`src/rtl/tdmx_pkg.sv`:
```
package tdmx_pkg;
  typedef logic [1:0] trit_t;

  localparam trit_t TRIT_0   = 2'b00;
  localparam trit_t TRIT_1   = 2'b01;
  localparam trit_t TRIT_2   = 2'b10;
  localparam trit_t TRIT_BAD = 2'b11;

  // GF(3) sum of two legal trits
  function automatic trit_t gf3_add(input trit_t a, input trit_t b);
    logic [2:0] s;
    s = {1'b0, a} + {1'b0, b};
    if (s >= 3'd3) s = s - 3'd3;
    return s[1:0];
  endfunction

  function automatic logic trit_illegal(input trit_t t);
    return t == TRIT_BAD;
  endfunction
endpackage

```
`src/rtl/tdmx_decoder.sv`:
```
module tdmx_decoder
  import tdmx_pkg::*;
#(
  parameter int NSEL = 2,
  localparam int NOUT = 3 ** NSEL
) (
  input  logic [2*NSEL-1:0] sel,
  output logic [2*NOUT-1:0] lines
);
  for (genvar j = 0; j < NOUT; j++) begin : g_line
    logic hit;
    always_comb begin
      hit = 1'b1;
      for (int k = 0; k < NSEL; k++) begin
        if (sel[2*k +: 2] != 2'((j / (3 ** k)) % 3)) hit = 1'b0;
      end
    end
    // active line is 2, idle lines are 0
    assign lines[2*j +: 2] = hit ? TRIT_2 : TRIT_0;
  end
endmodule

```
`src/rtl/tdmx_cfstage.sv`:
```
module tdmx_cfstage
  import tdmx_pkg::*;
(
  input  trit_t ctrl,
  input  trit_t addend,
  input  trit_t target_in,
  output trit_t target_out
);
  // conditional GF(3) adder: acts only while the control trit is 2
  assign target_out = (ctrl == TRIT_2) ? gf3_add(addend, target_in) : target_in;
endmodule

```
`src/rtl/tdmx_top.sv`:
```
module tdmx_top
  import tdmx_pkg::*;
#(
  parameter int NSEL = 2,
  localparam int NOUT = 3 ** NSEL
) (
  input  logic              clk,
  input  logic              rst,
  input  logic [1:0]        data_in,
  input  logic [2*NSEL-1:0] sel,
  output logic [2*NOUT-1:0] dmx_out,
  output logic [2*NOUT-1:0] dec_lines,
  output logic [1:0]        data_pass,
  output logic              code_err
);
  logic [2*NOUT-1:0] lines_c;
  logic [2*NOUT-1:0] lanes_c;
  logic [NSEL-1:0]   sel_bad;
  logic              err_c;

  tdmx_decoder #(.NSEL(NSEL)) u_dec (
    .sel   (sel),
    .lines (lines_c)
  );

  for (genvar k = 0; k < NSEL; k++) begin : g_selchk
    assign sel_bad[k] = trit_illegal(sel[2*k +: 2]);
  end

  assign err_c = trit_illegal(data_in) | (|sel_bad);

  for (genvar j = 0; j < NOUT; j++) begin : g_stage
    tdmx_cfstage u_stage (
      .ctrl       (lines_c[2*j +: 2]),
      .addend     (data_in),
      .target_in  (TRIT_0),
      .target_out (lanes_c[2*j +: 2])
    );
  end

  always_ff @(posedge clk) begin
    if (rst || err_c) begin
      dmx_out   <= '0;
      dec_lines <= '0;
      data_pass <= '0;
    end else begin
      dmx_out   <= lanes_c;
      dec_lines <= lines_c;
      data_pass <= data_in;
    end
    code_err <= rst ? 1'b0 : err_c;
  end
endmodule

```
`config.mk`:
```
export PLATFORM = sky130hd
export DESIGN_NAME = tdmx_top
export DESIGN_NICKNAME = d
export VERILOG_FILES = /design/src/rtl/tdmx_pkg.sv /design/src/rtl/tdmx_decoder.sv /design/src/rtl/tdmx_cfstage.sv /design/src/rtl/tdmx_top.sv
export SDC_FILE = /design/constraint.sdc
export NUM_CORES = 1
export LEC_CHECK = 0
export ABC_AREA = 1
export BUFFER_PORTS_ARGS = -buffer_cell sky130_fd_sc_hd__buf_2
export CORE_ASPECT_RATIO = 0.6
export CORE_MARGIN = 1
export CORE_UTILIZATION = 55
export DETAILED_ROUTE_END_ITERATION = 10
export PLACE_DENSITY = 0.78
export SYNTH_ARGS = -nofsm -noshare
export SYNTH_HDL_FRONTEND = slang
export SYNTH_HIERARCHICAL = 1
export SYNTH_SLANG_ARGS = --single-unit
```
`constraint.sdc`:
```
create_clock -name clk -period 1.86 [get_ports clk]
set_input_delay 0.372 -clock clk [delete_from_list [all_inputs] [get_ports clk]]
set_output_delay 0.372 -clock clk [all_outputs]
set_load 0.1 [all_outputs]
```
==> run_results.csv, run 1 <==
group,metric,value,unit
outcome,status,"finished, final reports clean",
logic_synthesis,ys_top_cells_by_area,"dfxtp_1, inv_1, nor2_4, nand2_1, ha_1",
die,die_w,93.6,microns
logic_synthesis,yosys_warnings,6,
setup_path,slowest_delay,0.49,ns
routing,route.detailed.drc,0,
timing,setup_viol,0,
logic_synthesis,yosysTopAreaCell,"dfxtp_1",
min_path,hp-class,"input port to flop",
routing,firstDrtPassIters,4,
power,ir_worst_vdd,0.409,mV
layout,final_nets,494,
flow_run,maxCapViolCount,0,
min_path,whs_path_depth,4,
layout,multiInputGateArea,1500,sq um
cts,cts.path.max_buffers,2,
routing,ant_nets,0,
grt,grt.total_usage,0.195,
setup_path,path_cells,"clkbuf_4 -> inv_1 -> fa_1 -> inv_1 -> ha_1 -> inv_1 -> nand3b_1 -> nand2_1 -> nand2_1 -> nand2_1 -> inv_1 -> nor2_4",
cts,htree_levels,2,
die,io_pins,47,
logic_synthesis,synth_xor_area_frac,0,
die,dieArea,5330,sq um
layout,final_cells,522,
grt,overflow,0,
grt,grt_pass1_vias,2023,
setup_path,end_kind,"flop",
routing,vias,2134,
logic_synthesis,ys_seq_area_frac,0.282,
cts,clk_pin_slew,0.07,ns
min_path,min-delay-start,"rst",
logic_synthesis,yosysTopAreaCellShare,0.282,
routing,wirelength,4.53,mm
layout,drive_gt1_frac,0.190,
cts,cts.sinks,39,
setup_path,path_class,"input port to flop",
logic_synthesis,synth_simple_gate_area_share,0.330,
setup_path,cp.arrival,1.83,ns
die,die_h,56.9,microns
timing,fmax,609,MHz
logic_synthesis,synth-compound-area-share,0,
routing,routedWlPerCell,8.69,microns
timing,rsz0062_at_grt,"false",
timing,timing.hold.ws,0.384,ns
power,powerDensity,686,nW/um^2
layout,seqCellArea,781,sq um
logic_synthesis,ys_seq_elements,39,
grt,grt_pass1_wl,8.05,mm
die,rows,19,
timing,hold_violations,0,
power,p_leak,1.78,nW
routing,via_per_inst,4.09,
cts,cts_root_buf,"clkbuf_8",
setup_path,worstSetupStartpointType,"input port",
logic_synthesis,syn_area_per_cell,7.25,sq um
die,initial_core_util,0.588,
grt,antenna_found_initial,0,
setup_path,worst-path-max-fanout,11,
cts,postCtsSetupRepairBufs,0,
placed_design,dp_hpwl,3.69,mm
timing,slew_viol_final,0,
layout,antenna_cells,0,
cts,cts_buffers,5,
logic_synthesis,yosysUniqueCellTypes,16,
setup_path,worst_path_most_repeated_cell,"inv_1",
setup_path,cp_slowest_cell,"fa_1",
logic_synthesis,synthMuxAreaShare,0,
min_path,hold_path_end,"code_err$_SDFF_PP0_",
logic_synthesis,synth_area,2770,sq um
layout,n_fill_cell,390,
logic_synthesis,synth-adder-area-share,0.146,
logic_synthesis,syn_inst,382,
placed_design,placed_cells,515,
routing,drt_iter0_markers,57,
logic_synthesis,synth_top_family_by_area,"simple AND/OR/NAND/NOR gates",
timing,fin_crit_sh,0.883,
layout,syn2layout_area_growth,15.4,%
cts,tritoncts,"done",
placed_design,place.gp.congestion,0.775,
die,core_area,4710,sq um
grt,grt_max_degree,14,
placed_design,portBuffers,46,
timing,min_period,1.64,ns
setup_path,cp_data_required_time,2.05,ns
## cells in the final DEF, fill, tap and decap left out, drive strengths merged
cell type,count
nand3,19
nand2,82
nand3b,9
buf,48
conb,45
ha,18
clkbuf,7
nand4,1
fa,9
inv,125
dfxtp,39
nor2,56
clkinv,1
## layout make-up
type / instances / area share
repair buffers: 49 / 0.0878
inverters: 125 / 0.147
well taps: 63 / 0.0247
clock inverters: 1 / 0.00157
multi-input cells: 239 / 0.469
clock buffers: 6 / 0.0259
flip-flops and latches: 39 / 0.245
## worst max-delay path: cells and delay by family
| kind | cells | cell delay, ns |
|---|---|---|
| adder cells (fa/ha/maj) | 2 | 0.62 |
| buffers and inverters | 5 | 0.49 |
| AND/OR/NAND/NOR | 5 | 0.34 |
## registers in the layout, indices dropped and copies added (netlist names)
| signal | count |
|---|---|
| dec_lines | 18 |
| data_pass | 2 |
| code_err | 1 |
| dmx_out | 18 |
## per-layer routing
layer  track usage  wire length (microns)
met1         0.232                   2080
met2         0.346                   2200
met3        0.0547                    216
met4        0.0615                     43
met5             0                      0
## timing repair
item,CTS,global route
hold endpoints to repair,0,0
resized for setup,0,1
hold buffers,0,0
setup endpoints to repair,0,1
## Yosys cell counts
| library cell | number |
|---|---|
| conb_1 | 2 |
| buf_4 | 18 |
| nor2_4 | 29 |
| nand2_1 | 81 |
| nand4_2 | 1 |
| fa_1 | 9 |
| nand2_2 | 1 |
| buf_12 | 2 |
| inv_1 | 125 |
| buf_6 | 1 |
| nand3_1 | 19 |
| dfxtp_1 | 39 |
| nor2_1 | 27 |
| ha_1 | 18 |
| buf_2 | 1 |
| nand3b_1 | 9 |
## how the worst max path moves through the flow
stage	startpoint	to	slack (ns)	depth (start not counted)
2_1_floorplan	data_in[1]	dmx_out[1]$_SDFF_PP0_	0.29	10
3_3_place_gp	data_in[1]	dmx_out[5]$_SDFF_PP0_	-0.07	12
3_5_place_dp	data_in[1]	dmx_out[5]$_SDFF_PP0_	-0.14	12
4_1_cts	data_in[1]	dmx_out[5]$_SDFF_PP0_	0.17	12
5_1_grt	data_in[1]	dmx_out[8]$_SDFF_PP0_	0.06	12
6_report	data_in[1]	dmx_out[9]$_SDFF_PP0_	0.22	12
## logic make-up (layout without fill, tap and decap cells)
group                      count (synthesis)  in the layout
and+or+nand+nor                          167            167
buffers and inverters                    147            181
DFF                                       39             39
adders and majority gates                 27             27
other                                      2             45
## power by group
group / switching, W / internal [W] / leakage [nW] / total, W
clock network: 0.000287 / 0.000291 / 0.0470 / 0.000579
logic: 0.000541 / 0.000198 / 1.41 / 0.000740
registers: 0.00000657 / 0.000867 / 0.319 / 0.000873
total: 0.000835 / 0.00136 / 1.78 / 0.00219
## per-stage QoR
step / power (W) / setup TNS, ns / instance area [sq um] / setup slack, ns / utilization
CTS: 0.00220 / 0 / 3190 / 0.170 / 0.678
global placement: 0.00160 / -0.513 / 3100 / -0.0703 / 0.659
detailed placement: 0.00162 / -1.69 / 3100 / -0.138 / 0.659
floorplan: 0.00153 / 0 / 2930 / 0.294 / -
global route: 0.00234 / 0 / 3190 / 0.0606 / 0.678
finish: 0.00219 / 0 / 3190 / 0.218 / 0.678
Note: power is estimated with default switching activity, not from simulation.
==> run 2, diff against run 1 <==
--- a/config.mk
+++ b/config.mk
@@ -7,12 +7,12 @@
 export LEC_CHECK = 0
 export ABC_AREA = 1
 export BUFFER_PORTS_ARGS = -buffer_cell sky130_fd_sc_hd__buf_2
+export CAP_MARGIN = 20
 export CORE_ASPECT_RATIO = 0.6
 export CORE_MARGIN = 1
-export CORE_UTILIZATION = 55
+export CORE_UTILIZATION = 43
 export DETAILED_ROUTE_END_ITERATION = 10
-export PLACE_DENSITY = 0.78
+export PLACE_DENSITY = 0.75
 export SYNTH_ARGS = -nofsm -noshare
 export SYNTH_HDL_FRONTEND = slang
-export SYNTH_HIERARCHICAL = 1
 export SYNTH_SLANG_ARGS = --single-unit
==> run 2 against run 1 <==
Net effect: routed wire length down 61%; non-clock buffer count down 12; sequential power down 25%; final cell count down 65%; die area down 54%; clock power down 8.1%; total power down 38%; synthesized area down 65%; utilization down 5.5 points; final area down 61%; critical path type is now flop to primary output.
==> run_results.csv, run 2 <==
group,metric,value,unit
outcome,status,"finished, final reports clean",
cts,cts.path.max_buffers,2,
die,dieArea,2440,sq um
placed_design,dp_hpwl,1.33,mm
setup_path,worst-path-max-fanout,1,
routing,wirelength,1.76,mm
logic_synthesis,ys_top_cells_by_area,"dfxtp_1, nor2_1, buf_4, inv_1, nand2_1",
power,finalPower,0.00137,W
layout,largest_reg_flops,18,
min_path,hp-class,"input port to flop",
logic_synthesis,yosysMostFrequentCell,"dfxtp_1",
grt,grt_max_degree,12,
min_path,whs_path_depth,3,
routing,ant_nets,0,
setup_path,path_cells,"buf_2",
die,io_pins,47,
setup_path,end_kind,"primary output",
logic_synthesis,ys_seq_elements,30,
setup_path,worstSetupStartpointType,"flop",
layout,top_regs,"dmx_out: 18 flops, dec_lines: 9 flops, data_pass: 2 flops",
logic_synthesis,synthArstFlopShare,0,
logic_synthesis,yosysTopAreaCell,"dfxtp_1",
flow_run,maxCapViolCount,0,
placed_design,portBuffers,37,
min_path,min-delay-start,"data_in[0]",
layout,n_fill_cell,186,
cts,tritoncts,"done",
die,die_h,38.7,microns
layout,antenna_cells,0,
routing,routedWlPerCell,9.61,microns
placed_design,place.gp.congestion,0.818,
timing,setup-tns-final,0,ns
logic_synthesis,yosysUniqueCellTypes,10,
timing,hold_violations,0,
layout,final_core_util,0.624,
setup_path,path_class,"flop to primary output",
die,initial_core_util,0.486,
setup_path,cp_data_required_time,1.49,ns
cts,cts.sinks,30,
min_path,hold_path_end,"data_pass[0]$_SDFF_PP0_",
power,ir_worst_vdd,0.704,mV
layout,drive_gt1_frac,0.297,
grt,grt_pass1_vias,649,
timing,setup_viol,0,
logic_synthesis,synth-adder-area-share,0,
setup_path,cp.arrival,1.02,ns
logic_synthesis,synth_flop_cell,"dfxtp_1",
cts,htree_levels,2,
layout,top_register,"dmx_out",
layout,final_common_cell,"buf_2",
cts,ctsHoldBuffers,0,
layout,final_cells,183,
cts,postCtsSetupRepairBufs,0,
timing,min_period,1.39,ns
cts,cts_buffers,5,
grt,overflow,0,
logic_synthesis,synth_top_family_by_area,"simple AND/OR/NAND/NOR gates",
grt,antenna_found_initial,0,
logic_synthesis,synth_area,963,sq um
logic_synthesis,ys_seq_area_frac,0.623,
routing,route.detailed.drc,0,
power,powerDensity,1110,nW/um^2
routing,drt_iter0_markers,32,
layout,syn2layout_area_growth,28.3,%
setup_path,cp_slowest_cell,"buf_2",
logic_synthesis,synthMuxAreaShare,0,
setup_path,cp_top_family,"buffers and inverters",
logic_synthesis,syn_area_per_cell,8.60,sq um
logic_synthesis,synth_xor_area_frac,0,
grt,grt_pass1_wl,2.90,mm
timing,slew_viol_final,0,
logic_synthesis,synth_simple_gate_area_share,0.222,
die,rows,12,
logic_synthesis,syn_inst,112,
logic_synthesis,yosysTopAreaCellShare,0.623,
layout,final_cell_mix,"buf_2, dfxtp_1, nor2_1",
cts,cts-resized-gates,0,
cts,cts_root_buf,"clkbuf_8",
logic_synthesis,synthTopCellsByCount,"dfxtp_1, nor2_1, inv_1",
timing,rsz0062_at_grt,"false",
setup_path,crit_buf_inv,1,
placed_design,placed_cells,175,
die,die_w,63.1,microns
die,core_area,1980,sq um
logic_synthesis,synth_edf_count,0,
routing,via_per_inst,4.09,
logic_synthesis,yosys_warnings,0,
power,p_leak,0.735,nW
routing,firstDrtPassIters,4,
grt,grt.total_usage,0.174,
setup_path,slowest_delay,0.42,ns
timing,fmax,720,MHz
logic_synthesis,synth-compound-area-share,0.00519,
cts,clk_pin_slew,0.06,ns
routing,vias,748,
layout,final_nets,162,
timing,fin_crit_sh,0.747,
[run 2: report_power, final]
group          internal [W]  total (W)  switching [W]
Clock              0.000296   0.000532       0.000236
Sequential         0.000649   0.000651     0.00000144
Combinational     0.0000190   0.000186       0.000167
Total              0.000965    0.00137       0.000404
[run 2: metal layers]
metal,global-route usage,share of wire
met1,0.197,0.46
met2,0.263,0.40
met3,0.0853,0.11
met4,0.122,0.025
met5,0,0
[run 2: final cells by class]
cell class	count	area (sq um)	area share
flip-flops and latches	30	601	0.486
multi-input cells	62	253	0.204
repair buffers	37	185	0.150
clock buffers	6	82.6	0.0668
inverters	18	67.6	0.0547
well taps	28	35.0	0.0283
clock inverters	2	12.5	0.0101
[run 2: cells by family after synthesis]
family                 count (synthesis)
AOI/OAI and AO/OA                      1
buffers and inverters                 28
other                                  1
DFF                                   30
and+or+nand+nor                       52
[run 2: through the flow]
step | hold WS [ns] | instance area, sq um | worst slack, ns
after floorplan | 0.505 | 993 | 0.579
after global placement | 0.635 | 1140 | 0.698
after detailed placement | 0.647 | 1140 | 0.644
after CTS | 0.349 | 1240 | 0.457
after global routing | 0.373 | 1240 | 0.420
final | 0.357 | 1240 | 0.471
[run 2: worst max path at each step]
| stage | startpoint | end | slack [ns] | cells past startpoint |
|---|---|---|---|---|
| 2_1_floorplan | code_err$_SDFF_PP0_ | code_err | 0.58 | 0 |
| 3_3_place_gp | sel[0] | dmx_out[3]$_SDFF_PP0_ | 0.70 | 6 |
| 3_5_place_dp | sel[0] | dmx_out[3]$_SDFF_PP0_ | 0.64 | 6 |
| 4_1_cts | dmx_out[6]$_SDFF_PP0_ | dmx_out[6] | 0.46 | 1 |
| 5_1_grt | dmx_out[7]$_SDFF_PP0_ | dmx_out[7] | 0.42 | 1 |
| 6_report | dmx_out[8]$_SDFF_PP0_ | dmx_out[8] | 0.47 | 1 |
